### config.mk
export PLATFORM = sky130hd
export DESIGN_NAME = pwr_seq_top
export DESIGN_NICKNAME = d
export VERILOG_FILES = /design/src/rtl/pwr_seq_pkg.sv /design/src/rtl/pwr_seq_addr.sv /design/src/rtl/pwr_seq_cnt.sv /design/src/rtl/pwr_seq_fsm.sv /design/src/rtl/pwr_seq_top.sv
export SDC_FILE = /design/constraint.sdc
export NUM_CORES = 1
export LEC_CHECK = 0
export ABC_AREA = 1
export BUFFER_PORTS_ARGS = -buffer_cell sky130_fd_sc_hd__buf_2
export CAP_MARGIN = 40
export CORE_ASPECT_RATIO = 0.8
export CORE_MARGIN = 4
export CORE_UTILIZATION = 40
export CTS_CLUSTER_SIZE = 40
export DETAILED_ROUTE_END_ITERATION = 16
export PLACE_DENSITY = 0.75
export SETUP_SLACK_MARGIN = 0.5
export SLEW_MARGIN = 5
export SYNTH_ARGS = -nofsm -noshare
export SYNTH_HDL_FRONTEND = slang
export SYNTH_SLANG_ARGS = --single-unit
### constraint.sdc
create_clock -name clk -period 2.03 [get_ports clk]
set_input_delay 0.609 -clock clk [delete_from_list [all_inputs] [get_ports clk]]
set_output_delay 0.609 -clock clk [all_outputs]
set_load 0.03 [all_outputs]
### src/rtl/pwr_seq_pkg.sv
package pwr_seq_pkg;

    localparam int unsigned WORD_BITS   = 32;
    localparam int unsigned GSTAT_ADDR  = 'h000;
    localparam int unsigned FLAG_BASE   = 'h810;
    localparam int unsigned IEN_BASE    = 'h820;
    localparam int unsigned IMSK_BASE   = 'h830;
    localparam int unsigned DOM_BASE    = 'h1000;
    localparam int unsigned DOM_SHIFT   = 6;
    localparam int unsigned UP_OFS      = 'h4;
    localparam int unsigned DOWN_OFS    = 'h8;
    localparam int unsigned REJ_OFS     = 'hC;

    typedef enum logic [4:0] {
        S_IDLE,
        S_IEN_RD,
        S_IEN_WR,
        S_IMSK_RD,
        S_IMSK_WR,
        S_CLR_WR,
        S_CLR_RD,
        S_CLR_DLY,
        S_RDY_RD,
        S_RDY_DLY,
        S_SUB_WR,
        S_REJ_RD,
        S_RTY_DLY,
        S_CMP_RD,
        S_CMP_DLY,
        S_FINISH
    } seq_state_t;

    typedef enum logic [2:0] {
        SEL_GSTAT,
        SEL_FLAG,
        SEL_IEN,
        SEL_IMSK,
        SEL_UP,
        SEL_DOWN,
        SEL_REJ
    } reg_sel_t;

    typedef enum logic [2:0] {
        E_NONE   = 3'd0,
        E_AGAIN  = 3'd1,
        E_CLR    = 3'd2,
        E_REJECT = 3'd3,
        E_CMPL   = 3'd4
    } err_code_t;

endpackage

### src/rtl/pwr_seq_addr.sv
module pwr_seq_addr
    import pwr_seq_pkg::*;
#(
    parameter int ADDR_W = 16,
    parameter int DOM_W  = 7
) (
    input  logic [DOM_W-1:0]     dom,
    input  reg_sel_t             sel,
    output logic [ADDR_W-1:0]    addr,
    output logic [WORD_BITS-1:0] bit_mask
);
    logic [ADDR_W-1:0] word_ofs;
    logic [ADDR_W-1:0] dom_base;

    generate
        if (DOM_W > 5) begin : g_multi_word
            assign word_ofs = ADDR_W'(dom[DOM_W-1:5]) << 2;
            assign bit_mask = WORD_BITS'(1) << dom[4:0];
        end else begin : g_single_word
            assign word_ofs = '0;
            assign bit_mask = WORD_BITS'(1) << dom;
        end
    endgenerate

    assign dom_base = ADDR_W'(DOM_BASE) + (ADDR_W'(dom) << DOM_SHIFT);

    always_comb begin
        unique case (sel)
            SEL_GSTAT: addr = ADDR_W'(GSTAT_ADDR);
            SEL_FLAG:  addr = ADDR_W'(FLAG_BASE) + word_ofs;
            SEL_IEN:   addr = ADDR_W'(IEN_BASE) + word_ofs;
            SEL_IMSK:  addr = ADDR_W'(IMSK_BASE) + word_ofs;
            SEL_UP:    addr = dom_base + ADDR_W'(UP_OFS);
            SEL_DOWN:  addr = dom_base + ADDR_W'(DOWN_OFS);
            SEL_REJ:   addr = dom_base + ADDR_W'(REJ_OFS);
            default:   addr = ADDR_W'(GSTAT_ADDR);
        endcase
    end
endmodule

### src/rtl/pwr_seq_cnt.sv
module pwr_seq_cnt #(
    parameter int W = 8
) (
    input  logic         clk,
    input  logic         rst_n,
    input  logic         clr,
    input  logic         inc,
    output logic [W-1:0] cnt
);
    always_ff @(posedge clk or negedge rst_n) begin
        if (!rst_n)
            cnt <= '0;
        else if (clr)
            cnt <= '0;
        else if (inc)
            cnt <= cnt + W'(1);
    end
endmodule

### src/rtl/pwr_seq_fsm.sv
module pwr_seq_fsm
    import pwr_seq_pkg::*;
#(
    parameter int DOM_W     = 7,
    parameter int DLY_W     = 16,
    parameter int POLL_MAX  = 10000,
    parameter int RETRY_MAX = 10000,
    parameter int POLL_W    = $clog2(POLL_MAX + 1),
    parameter int RETRY_W   = $clog2(RETRY_MAX + 1)
) (
    input  logic                 clk,
    input  logic                 rst_n,
    input  logic                 start_i,
    input  logic [DOM_W-1:0]     dom_i,
    input  logic                 on_i,
    input  logic [DLY_W-1:0]     dly_i,
    input  logic                 bus_ack_i,
    input  logic [WORD_BITS-1:0] bus_rdata_i,
    input  logic [WORD_BITS-1:0] bit_mask_i,
    input  logic [POLL_W-1:0]    poll_cnt_i,
    input  logic [RETRY_W-1:0]   rty_cnt_i,
    input  logic [DLY_W-1:0]     dly_cnt_i,
    output logic [DOM_W-1:0]     dom_q,
    output reg_sel_t             sel_o,
    output logic                 bus_req_o,
    output logic                 bus_we_o,
    output logic [WORD_BITS-1:0] bus_wdata_o,
    output logic                 poll_clr_o,
    output logic                 poll_inc_o,
    output logic                 rty_clr_o,
    output logic                 rty_inc_o,
    output logic                 dly_clr_o,
    output logic                 dly_inc_o,
    output logic                 done_o,
    output logic [2:0]           err_code_o
);
    seq_state_t              state, nxt;
    logic                    on_q, second_q;
    logic [DLY_W-1:0]        dly_q;
    logic [WORD_BITS-1:0]    rmw_q;
    err_code_t               err_q, err_val;
    logic                    err_set, cap_rmw, sec_set;
    logic                    in_dly, dly_end, poll_last, rty_last;
    logic                    flag_clear, flag_set, ready, refused;

    assign in_dly     = (state == S_CLR_DLY) || (state == S_RDY_DLY) ||
                        (state == S_RTY_DLY) || (state == S_CMP_DLY);
    assign dly_end    = (dly_cnt_i == dly_q);
    assign poll_last  = (poll_cnt_i == POLL_W'(POLL_MAX - 1));
    assign rty_last   = (rty_cnt_i == RETRY_W'(RETRY_MAX - 1));
    assign flag_clear = ((bus_rdata_i & bit_mask_i) == '0);
    assign flag_set   = !flag_clear;
    assign ready      = (bus_rdata_i[1:0] == 2'b11);
    assign refused    = bus_rdata_i[0];

    // state register and captured request
    always_ff @(posedge clk or negedge rst_n) begin
        if (!rst_n) begin
            state    <= S_IDLE;
            dom_q    <= '0;
            on_q     <= 1'b0;
            dly_q    <= '0;
            rmw_q    <= '0;
            second_q <= 1'b0;
            err_q    <= E_NONE;
        end else begin
            state <= nxt;
            if (state == S_IDLE && start_i) begin
                dom_q    <= dom_i;
                on_q     <= on_i;
                dly_q    <= dly_i;
                second_q <= 1'b0;
                err_q    <= E_NONE;
            end
            if (cap_rmw) rmw_q    <= bus_rdata_i;
            if (sec_set) second_q <= 1'b1;
            if (err_set) err_q    <= err_val;
        end
    end

    // next state and counter control
    always_comb begin
        nxt        = state;
        err_set    = 1'b0;
        err_val    = E_NONE;
        cap_rmw    = 1'b0;
        sec_set    = 1'b0;
        poll_clr_o = 1'b0;
        poll_inc_o = 1'b0;
        rty_clr_o  = 1'b0;
        rty_inc_o  = 1'b0;
        dly_clr_o  = !in_dly;
        dly_inc_o  = in_dly;
        unique case (state)
            S_IDLE:    if (start_i) nxt = S_IEN_RD;
            S_IEN_RD:  if (bus_ack_i) begin cap_rmw = 1'b1; nxt = S_IEN_WR; end
            S_IEN_WR:  if (bus_ack_i) nxt = S_IMSK_RD;
            S_IMSK_RD: if (bus_ack_i) begin cap_rmw = 1'b1; nxt = S_IMSK_WR; end
            S_IMSK_WR: if (bus_ack_i) nxt = S_CLR_WR;
            S_CLR_WR:  if (bus_ack_i) begin poll_clr_o = 1'b1; nxt = S_CLR_RD; end
            S_CLR_RD: begin
                if (bus_ack_i) begin
                    if (flag_clear) begin
                        if (second_q) nxt = S_FINISH;
                        else begin
                            nxt        = S_RDY_RD;
                            poll_clr_o = 1'b1;
                            rty_clr_o  = 1'b1;
                        end
                    end else if (poll_last) begin
                        err_set = 1'b1; err_val = E_CLR; nxt = S_FINISH;
                    end else begin
                        poll_inc_o = 1'b1; nxt = S_CLR_DLY;
                    end
                end
            end
            S_CLR_DLY: if (dly_end) nxt = S_CLR_RD;
            S_RDY_RD: begin
                if (bus_ack_i) begin
                    if (ready) nxt = S_SUB_WR;
                    else if (poll_last) begin
                        err_set = 1'b1; err_val = E_AGAIN; nxt = S_FINISH;
                    end else begin
                        poll_inc_o = 1'b1; nxt = S_RDY_DLY;
                    end
                end
            end
            S_RDY_DLY: if (dly_end) nxt = S_RDY_RD;
            S_SUB_WR:  if (bus_ack_i) nxt = S_REJ_RD;
            S_REJ_RD: begin
                if (bus_ack_i) begin
                    if (!refused) begin
                        poll_clr_o = 1'b1; nxt = S_CMP_RD;
                    end else if (rty_last) begin
                        err_set = 1'b1; err_val = E_REJECT; nxt = S_FINISH;
                    end else begin
                        rty_inc_o = 1'b1; nxt = S_RTY_DLY;
                    end
                end
            end
            S_RTY_DLY: if (dly_end) begin poll_clr_o = 1'b1; nxt = S_RDY_RD; end
            S_CMP_RD: begin
                if (bus_ack_i) begin
                    if (flag_set) begin
                        sec_set = 1'b1; nxt = S_CLR_WR;
                    end else if (poll_last) begin
                        err_set = 1'b1; err_val = E_CMPL; nxt = S_FINISH;
                    end else begin
                        poll_inc_o = 1'b1; nxt = S_CMP_DLY;
                    end
                end
            end
            S_CMP_DLY: if (dly_end) nxt = S_CMP_RD;
            S_FINISH:  nxt = S_IDLE;
            default:   nxt = S_IDLE;
        endcase
    end

    // bus and status outputs
    always_comb begin
        bus_req_o   = 1'b0;
        bus_we_o    = 1'b0;
        bus_wdata_o = '0;
        sel_o       = SEL_GSTAT;
        unique case (state)
            S_IEN_RD:  begin bus_req_o = 1'b1; sel_o = SEL_IEN; end
            S_IEN_WR:  begin bus_req_o = 1'b1; bus_we_o = 1'b1; sel_o = SEL_IEN;
                             bus_wdata_o = rmw_q | bit_mask_i; end
            S_IMSK_RD: begin bus_req_o = 1'b1; sel_o = SEL_IMSK; end
            S_IMSK_WR: begin bus_req_o = 1'b1; bus_we_o = 1'b1; sel_o = SEL_IMSK;
                             bus_wdata_o = rmw_q | bit_mask_i; end
            S_CLR_WR:  begin bus_req_o = 1'b1; bus_we_o = 1'b1; sel_o = SEL_FLAG;
                             bus_wdata_o = bit_mask_i; end
            S_CLR_RD:  begin bus_req_o = 1'b1; sel_o = SEL_FLAG; end
            S_RDY_RD:  begin bus_req_o = 1'b1; sel_o = SEL_GSTAT; end
            S_SUB_WR:  begin bus_req_o = 1'b1; bus_we_o = 1'b1;
                             sel_o = on_q ? SEL_UP : SEL_DOWN;
                             bus_wdata_o = WORD_BITS'(1); end
            S_REJ_RD:  begin bus_req_o = 1'b1; sel_o = SEL_REJ; end
            S_CMP_RD:  begin bus_req_o = 1'b1; sel_o = SEL_FLAG; end
            default:   ;
        endcase
        done_o     = (state == S_FINISH);
        err_code_o = err_q;
    end

    assert_done_pulse_R10: assert property (@(posedge clk) disable iff (!rst_n)
        done_o |=> !done_o);
    assert_err_to_done_R12: assert property (@(posedge clk) disable iff (!rst_n)
        $rose(err_q != E_NONE) |-> done_o);
    assert_busy_start_R11: assert property (@(posedge clk) disable iff (!rst_n)
        (start_i && state != S_IDLE) |=> $stable(dom_q) && $stable(on_q) && $stable(dly_q));
    assert_poll_bound_R4: assert property (@(posedge clk) disable iff (!rst_n)
        poll_cnt_i < POLL_W'(POLL_MAX));
    assert_retry_bound_R7: assert property (@(posedge clk) disable iff (!rst_n)
        rty_cnt_i < RETRY_W'(RETRY_MAX));
    assert_wait_bound_R9: assert property (@(posedge clk) disable iff (!rst_n)
        in_dly |-> dly_cnt_i <= dly_q);
endmodule

### src/rtl/pwr_seq_top.sv
module pwr_seq_top
    import pwr_seq_pkg::*;
#(
    parameter int ADDR_W    = 16,
    parameter int DOM_W     = 7,
    parameter int DLY_W     = 16,
    parameter int POLL_MAX  = 10000,
    parameter int RETRY_MAX = 10000
) (
    input  logic                 clk,
    input  logic                 rst_n,
    input  logic                 start_i,
    input  logic [DOM_W-1:0]     dom_i,
    input  logic                 on_i,
    input  logic [DLY_W-1:0]     dly_i,
    output logic                 done_o,
    output logic                 err_o,
    output logic [2:0]           err_code_o,
    output logic                 bus_req_o,
    output logic                 bus_we_o,
    output logic [ADDR_W-1:0]    bus_addr_o,
    output logic [WORD_BITS-1:0] bus_wdata_o,
    input  logic                 bus_ack_i,
    input  logic [WORD_BITS-1:0] bus_rdata_i
);
    localparam int POLL_W  = $clog2(POLL_MAX + 1);
    localparam int RETRY_W = $clog2(RETRY_MAX + 1);

    logic [DOM_W-1:0]     dom_q;
    reg_sel_t             sel;
    logic [WORD_BITS-1:0] bit_mask;
    logic [POLL_W-1:0]    poll_cnt;
    logic [RETRY_W-1:0]   rty_cnt;
    logic [DLY_W-1:0]     dly_cnt;
    logic                 poll_clr, poll_inc, rty_clr, rty_inc, dly_clr, dly_inc;

    pwr_seq_fsm #(
        .DOM_W(DOM_W), .DLY_W(DLY_W), .POLL_MAX(POLL_MAX), .RETRY_MAX(RETRY_MAX),
        .POLL_W(POLL_W), .RETRY_W(RETRY_W)
    ) u_fsm (
        .clk(clk), .rst_n(rst_n), .start_i(start_i), .dom_i(dom_i), .on_i(on_i),
        .dly_i(dly_i), .bus_ack_i(bus_ack_i), .bus_rdata_i(bus_rdata_i),
        .bit_mask_i(bit_mask), .poll_cnt_i(poll_cnt), .rty_cnt_i(rty_cnt),
        .dly_cnt_i(dly_cnt), .dom_q(dom_q), .sel_o(sel), .bus_req_o(bus_req_o),
        .bus_we_o(bus_we_o), .bus_wdata_o(bus_wdata_o), .poll_clr_o(poll_clr),
        .poll_inc_o(poll_inc), .rty_clr_o(rty_clr), .rty_inc_o(rty_inc),
        .dly_clr_o(dly_clr), .dly_inc_o(dly_inc), .done_o(done_o),
        .err_code_o(err_code_o)
    );

    pwr_seq_addr #(.ADDR_W(ADDR_W), .DOM_W(DOM_W)) u_addr (
        .dom(dom_q), .sel(sel), .addr(bus_addr_o), .bit_mask(bit_mask)
    );

    pwr_seq_cnt #(.W(POLL_W)) u_poll_cnt (
        .clk(clk), .rst_n(rst_n), .clr(poll_clr), .inc(poll_inc), .cnt(poll_cnt)
    );
    pwr_seq_cnt #(.W(RETRY_W)) u_rty_cnt (
        .clk(clk), .rst_n(rst_n), .clr(rty_clr), .inc(rty_inc), .cnt(rty_cnt)
    );
    pwr_seq_cnt #(.W(DLY_W)) u_dly_cnt (
        .clk(clk), .rst_n(rst_n), .clr(dly_clr), .inc(dly_inc), .cnt(dly_cnt)
    );

    assign err_o = (err_code_o != 3'd0);

    assert_bus_hold_R2: assert property (@(posedge clk) disable iff (!rst_n)
        (bus_req_o && !bus_ack_i) |=> bus_req_o && $stable(bus_addr_o) &&
                                       $stable(bus_we_o) && $stable(bus_wdata_o));
endmodule

Word-level counts from Yosys, hierarchy flattened
Cells that the tools add are included.
{"block": "classes", "mux": 88, "eq_ne": 39, "shifts": 1, "n_reduce_logical": 20, "n_bitwise": 2, "add_sub_neg": 10}
{"op": "$pmux W16 S6", "count": 1}
{"op": "$pmux W32 S3", "count": 1}
{"op": "$mux W5", "count": 18}
{"op": "$pmux W5 S14", "count": 1}
{"op": "$mux W14", "count": 4}
{"op": "$eq A5 B4 Y1 const B", "count": 8}
{"op": "$mux W1", "count": 40}
{"op": "$add A12 B4 Y13 const A", "count": 3}
{"op": "$mux W3", "count": 13}
{"op": "$add A16 B4 Y16 const B", "count": 2}
{"op": "$and A32 B32 Y32", "count": 1}
{"op": "$logic_not A32 Y1", "count": 1}
{"op": "$or A32 B32 Y32", "count": 1}
{"op": "$shl A1 B5 Y32 const A", "count": 1}
{"op": "$add A14 B1 Y14 const B", "count": 2}
{"op": "$eq A14 B14 Y1 const B", "count": 2}
{"op": "$ne A2 B2 Y1 const B", "count": 11}
{"op": "$eq A5 B3 Y1 const B", "count": 4}
{"op": "$add A16 B1 Y16 const B", "count": 1}
{"op": "$add A16 B3 Y16 const B", "count": 1}
{"op": "$eq A16 B16 Y1", "count": 1}
{"op": "$mux W16", "count": 1}
{"op": "$pmux W3 S5", "count": 1}
{"op": "$add A13 B13 Y14 const A", "count": 1}
{"op": "other kinds (22)", "count": 40}
{"block": "word_totals", "word_cells": 170, "ff_bits": 109, "output_inout_bits": 55}

Depth between registers and ports, before layout
{"block": "logic_depth", "ltp_word": 8, "depth_mapped": 18}

Hierarchy
A second synthesis with hierarchy kept.
{"block": "hier_totals", "cells_unflattened": 945, "hier_area_um2": 6872.8}
{"module": "pwr_seq_fsm", "area_per_inst_um2": 3891.2, "cells_each": 511, "instances": 1}
{"module": "pwr_seq_cnt (u_poll_cnt ...)", "area_per_inst_um2": 785.8, "cells_each": 105, "instances": 2}
{"module": "pwr_seq_cnt (u_dly_cnt)", "area_per_inst_um2": 923.4, "cells_each": 129, "instances": 1}
{"module": "pwr_seq_addr", "area_per_inst_um2": 475.5, "cells_each": 92, "instances": 1}
{"module": "pwr_seq_top", "area_per_inst_um2": 11.3, "cells_each": 3, "instances": 1}

Worst setup path before layout
No wires, ideal clock.
{"block": "synth_timing", "path_type": "flip-flop to output port", "start": "register u_fsm.state[0]", "end": "output bus_addr_o[3]", "arrival_ns": 2.135, "path_stages_with_launch": 9, "slack_ns": -0.714, "n_path_buf": 1, "required_ns": 1.421, "path_cell_list": "dfrtp_1 -> inv_2 -> or2_0 -> clkbuf_1 -> nor2_2 -> a21oi_1 -> nand2_1 -> nor2_1 -> o21ai_0"}
{"block": "synth_via", "elab_chain_cells": 5}
{"item": "start: declaration", "line": "pwr_seq_fsm.sv:37", "source": "seq_state_t state, nxt;"}
{"item": "start signal: assignment", "line": "pwr_seq_fsm.sv:67", "source": "state <= nxt;"}
{"item": "$eq A5 B3 Y1 (tied with other cells)", "line": "pwr_seq_fsm.sv:165", "source": "unique case (state)"}
{"item": "$reduce_or A3 Y1 (no source line) / $reduce_or A2 Y1 (equally long branches)"}
{"item": "$pmux W3 S5 *", "line": "pwr_seq_fsm.sv:165"}
{"item": "$eq A3 B3 Y1 (tied with other cells)", "line": "pwr_seq_addr.sv:28", "source": "unique case (sel)"}
{"item": "$pmux W16 S6 *", "line": "pwr_seq_addr.sv:28"}
{"item": "end: declaration", "line": "pwr_seq_top.sv:21", "source": "output logic [ADDR_W-1:0] bus_addr_o,"}
Every way passes the cells marked *; elsewhere a longest branch is shown, timed or not.

Worst setup path in the final report
{"block": "layout_timing", "start": "register u_fsm.dom_q[0]", "end": "output bus_wdata_o[10]"}
{"block": "layout_via", "elab_chain_cells": 3}
{"item": "start: declaration", "line": "pwr_seq_fsm.sv:23", "source": "output logic [DOM_W-1:0] dom_q,"}
{"item": "start signal: assignment", "line": "pwr_seq_fsm.sv:69", "source": "dom_q <= dom_i;"}
{"item": "$shl A1 B5 Y32 *", "line": "pwr_seq_addr.sv:18", "source": "assign bit_mask = WORD_BITS'(1) << dom[4:0];"}
{"item": "$or A32 B32 Y32", "line": "pwr_seq_fsm.sv:168, pwr_seq_fsm.sv:171"}
{"item": "$pmux W32 S3 *", "line": "pwr_seq_fsm.sv:165"}
{"item": "end: declaration", "line": "pwr_seq_top.sv:22", "source": "output logic [WORD_BITS-1:0] bus_wdata_o,"}
Marks and branches as above.

==> results by group <==
Critical path
  – Arr. time, crit path: 2.02 ns
  – Crit Reg-Reg Endpoint: u_fsm.err_code_o[0]
  – Critical path startpoint category: register
  – R2r setup slk: -0.28 ns
  – Critical path class: register to output port
  – Crit path required time: ~1.4 ns
  – Critical Path End: bus_wdata_o[10]
  – Critical-path maximum fanout: 5
  – Reg2Reg Depth: 14
  – Critical Path End Type: output port
  – Worst setup path start: u_fsm.dom_q[0]
  – Crit Reg-Reg Startpoint: u_fsm.dom_q[2]

Global route
  – Largest net degree at the start of global routing: 60
  – Gr usage total: between 20% and 30%
  – Met1 Usage GRT: ~33%
  – Vias in the first global route: 7,131
  – Met3 Use GR: 5.020%
  – First-pass GRT wire length: between 30 and 40 mm
  – GR Util met2: 37.94%
  – Initial antenna violation count: 0
  – GR Overflow Total: 0
  – Grt peak-use layer: met2

Yosys
  – Synth Register Bits: between 100 and 150
  – Most instantiated cells after synthesis: 224 x nand2_1, 118 x nor2_1, 108 x dfrtp_1
  – Synth area leader: dfrtp_1
  – Main synth FF type: dfrtp_1
  – Count leader, synth: nand2_1
  – Post-Synth Simple-Gate Area: 33.40%
  – Mapped Area: 6545 um2
  – Post-Synth Adder-Cell Area: less than 1%
  – Sequential cell area fraction in the yosys report: 41.29%
  – Yosys top cell area share: between 40% and 50%
  – Largest family of logic cells by synthesized area: simple AND/OR/NAND/NOR gates
  – Post-synthesis mux area share: 5.334%
  – Synthesized instance count: 865
  – Async SR Flop Fraction: 100.0%
  – Number of library cell types mapped by synthesis: between 40 and 50
  – Post-synthesis xor/xnor area fraction: 5.353%
  – EDFF count, synth: 0
  – Synth warn: 0
  – Post-Syn Area per Cell: 7.567 um2
  – Area contributors post-synth: dfrtp_1 41%, nand2_1 13%, nor2_1 6.8%
  – Synth Area in Compound Gates: 6.997%

Die
  – Placeable Area: roughly 16,000 um2
  – IO Pins: between 100 and 150
  – Die width: between 150 and 200 um
  – Die height: ~120 um
  – Initial Utilization: around two fifths
  – Die area: around 18,000 um2
  – Placement Rows: 41

Final layout
  – Final instance area: ~11,000 um2
  – Final #Nets: between 1,000 and 1,500
  – Fin cells: ~1,300
  – Area occupied by multi-input gates: ~4600 um2
  – Area grow syn2layout: 65.42%
  – Fillers: approximately 1,100
  – Share of layout cells above drive strength 1: between 50% and 60%
  – FF/Latch Area: 2714 um2
  – Ant diodes: 0
  – Fin util: about two thirds

Status
  – Violated checks: negative setup slack
  – Status: finished, violations left

Placement
  – Port bufs: 110
  – Gpl congestion: between 0.9 and 1
  – DP Worst Slack: -0.3538 ns
  – Cells after DPL: between 1,000 and 1,500
  – Placed cell areas: approximately 9000 um2
  – Post-detail-place hpwl: around 15 mm

Timing
  – Max-slew violations: 0
  – Sum of negative setup slack: -30.25 ns
  – Setup Skew: roughly 0.012 ns
  – Crit share post-route: 129.7%
  – Fmax: approximately 380 MHz
  – # setup viols final: 82
  – RSZ-0062 raised after global routing: true
  – Hold slack final: roughly 0.22 ns
  – Fin worst setup slack: -0.6026 ns
  – Post-route minimum period: 2.633 ns
  – Final hold vios: 0

Detailed routing
  – Wirelength per Cell: between 15 and 20 um
  – Post-route DRC violation count: 0
  – 1st-iter DRT viols: between 600 and 700
  – Routed vias/inst: 5.593
  – First-pass DRT Iterations: 6
  – Final WL: roughly 25 mm
  – Antenna viol nets, final: 0
  – DR vias: about 7,500

Clocking
  – # clock sinks: between 100 and 150
  – Worst-path clk slew: approximately 0.08 ns
  – Clk_lat worst skew: roughly 0.36 ns
  – CTS H-tree depth: 3
  – Max Root-Sink Buffers: 2
  – CTS tree: yes
  – CTS buffer count: 9
  – Clk root buf: clkbuf_16

Power and ir drop
  – Pleak: between 4 and 5 nW
  – Design Power: between 15 and 20 mW
  – Peak VDD IR: around 0.00094 V
  – P per Cell Area: approximately 1400 nW/um2

Worst hold path
  – Worst Hold Class: primary input to async pin

Flow run
  – Max Cap Viol: 0
==> routing by layer <==
| layer | share of wire [%] | up-vias |
|---|---|---|
| li1 | - | 3347 |
| met1 | 40 | 3637 |
| met2 | 47 | 444 |
| met3 | 8.3 | 112 |
| met4 | 4.2 | 0 |
| met5 | 0 | - |
==> worst max-delay path, stage by stage (launching register included) <==
cell and delay [ns]:
dfrtp_2 0.47, inv_2 0.13, nand2_1 0.09, nor2_2 0.21, inv_1 0.11, nor2_2 0.17, nand2_1 0.16, a21oi_4 0.18
buf_6 0.14
==> flip-flops by register name (all words and copies together), names as in the netlist <==
signal,cells
u_fsm.dly_q,16
u_fsm.second_q,1
u_rty_cnt.cnt,14
u_fsm.err_code_o,3
u_fsm.on_q,1
u_fsm.rmw_q,32
u_poll_cnt.cnt,14
u_fsm.state,4
u_dly_cnt.cnt,16
u_fsm.dom_q,7
==> cells by family after synthesis <==
logic type	Yosys count
compound gates	86
xor+xnor	40
fa+ha+maj	3
buf+inv	104
flops	108
mux	31
other cells	1
simple gates	492
==> worst min path at each step <==
stage / depth (start not counted) / end / from / slack (ns)
2_1_floorplan: 0 / u_dly_cnt.cnt[0] / rst_n / 0.31
3_3_place_gp: 2 / u_fsm.rmw_q[0] / u_fsm.rmw_q[0] / 0.46
3_5_place_dp: 2 / u_fsm.rmw_q[0] / u_fsm.rmw_q[0] / 0.47
4_1_cts: 2 / u_fsm.rmw_q[29] / rst_n / 0.24
5_1_grt: 2 / u_fsm.rmw_q[29] / rst_n / 0.25
6_report: 2 / u_fsm.rmw_q[29] / rst_n / 0.22
==> power by group <==
part | total [mW] | switching [mW] | internal [mW] | leakage [nW]
Combinational | 9.87 | 5.48 | 4.39 | 3.39
Sequential | 3.48 | 0.599 | 2.88 | 1.37
Clock | 1.75 | 0.895 | 0.854 | 0.139
==> layout by cell type, fill, tap and decap left out, types with 15 or more instances in the layout <==
cell         n
a21oi_4     25
buf_2       58
buf_4      116
buf_6       83
clkbuf_16   15
dfrtp_1     99
inv_1       48
mux2_2      31
nand2_1    190
nand2_2     32
nand3_1     36
nand3_2     31
nand4_1     33
nor2_1      60
nor2_2      28
nor2_4      36
xnor2_1     17
xor2_1      22
==> layout make-up <==
class / instances / share of cell area (%)
multi-input cells: 657 / 42.74
flip-flops and latches: 108 / 25.07
repair buffers: 283 / 24.40
inverters: 68 / 2.635
well taps: 215 / 2.485
clock buffers: 9 / 2.080
clock inverters: 7 / 0.5547
repair inverters: 1 / 0.04623
==> repair_timing <==
action | 4_1_cts | 5_1_grt
setup endpoints to repair | 159 | 159
resized for setup | 199 | 121
hold buffers | 0 | 0
gates cloned | 2 | 9
pin swaps | 46 | 48
setup buffers | 30 | 22
Note: power is estimated with default switching activity, not from simulation.
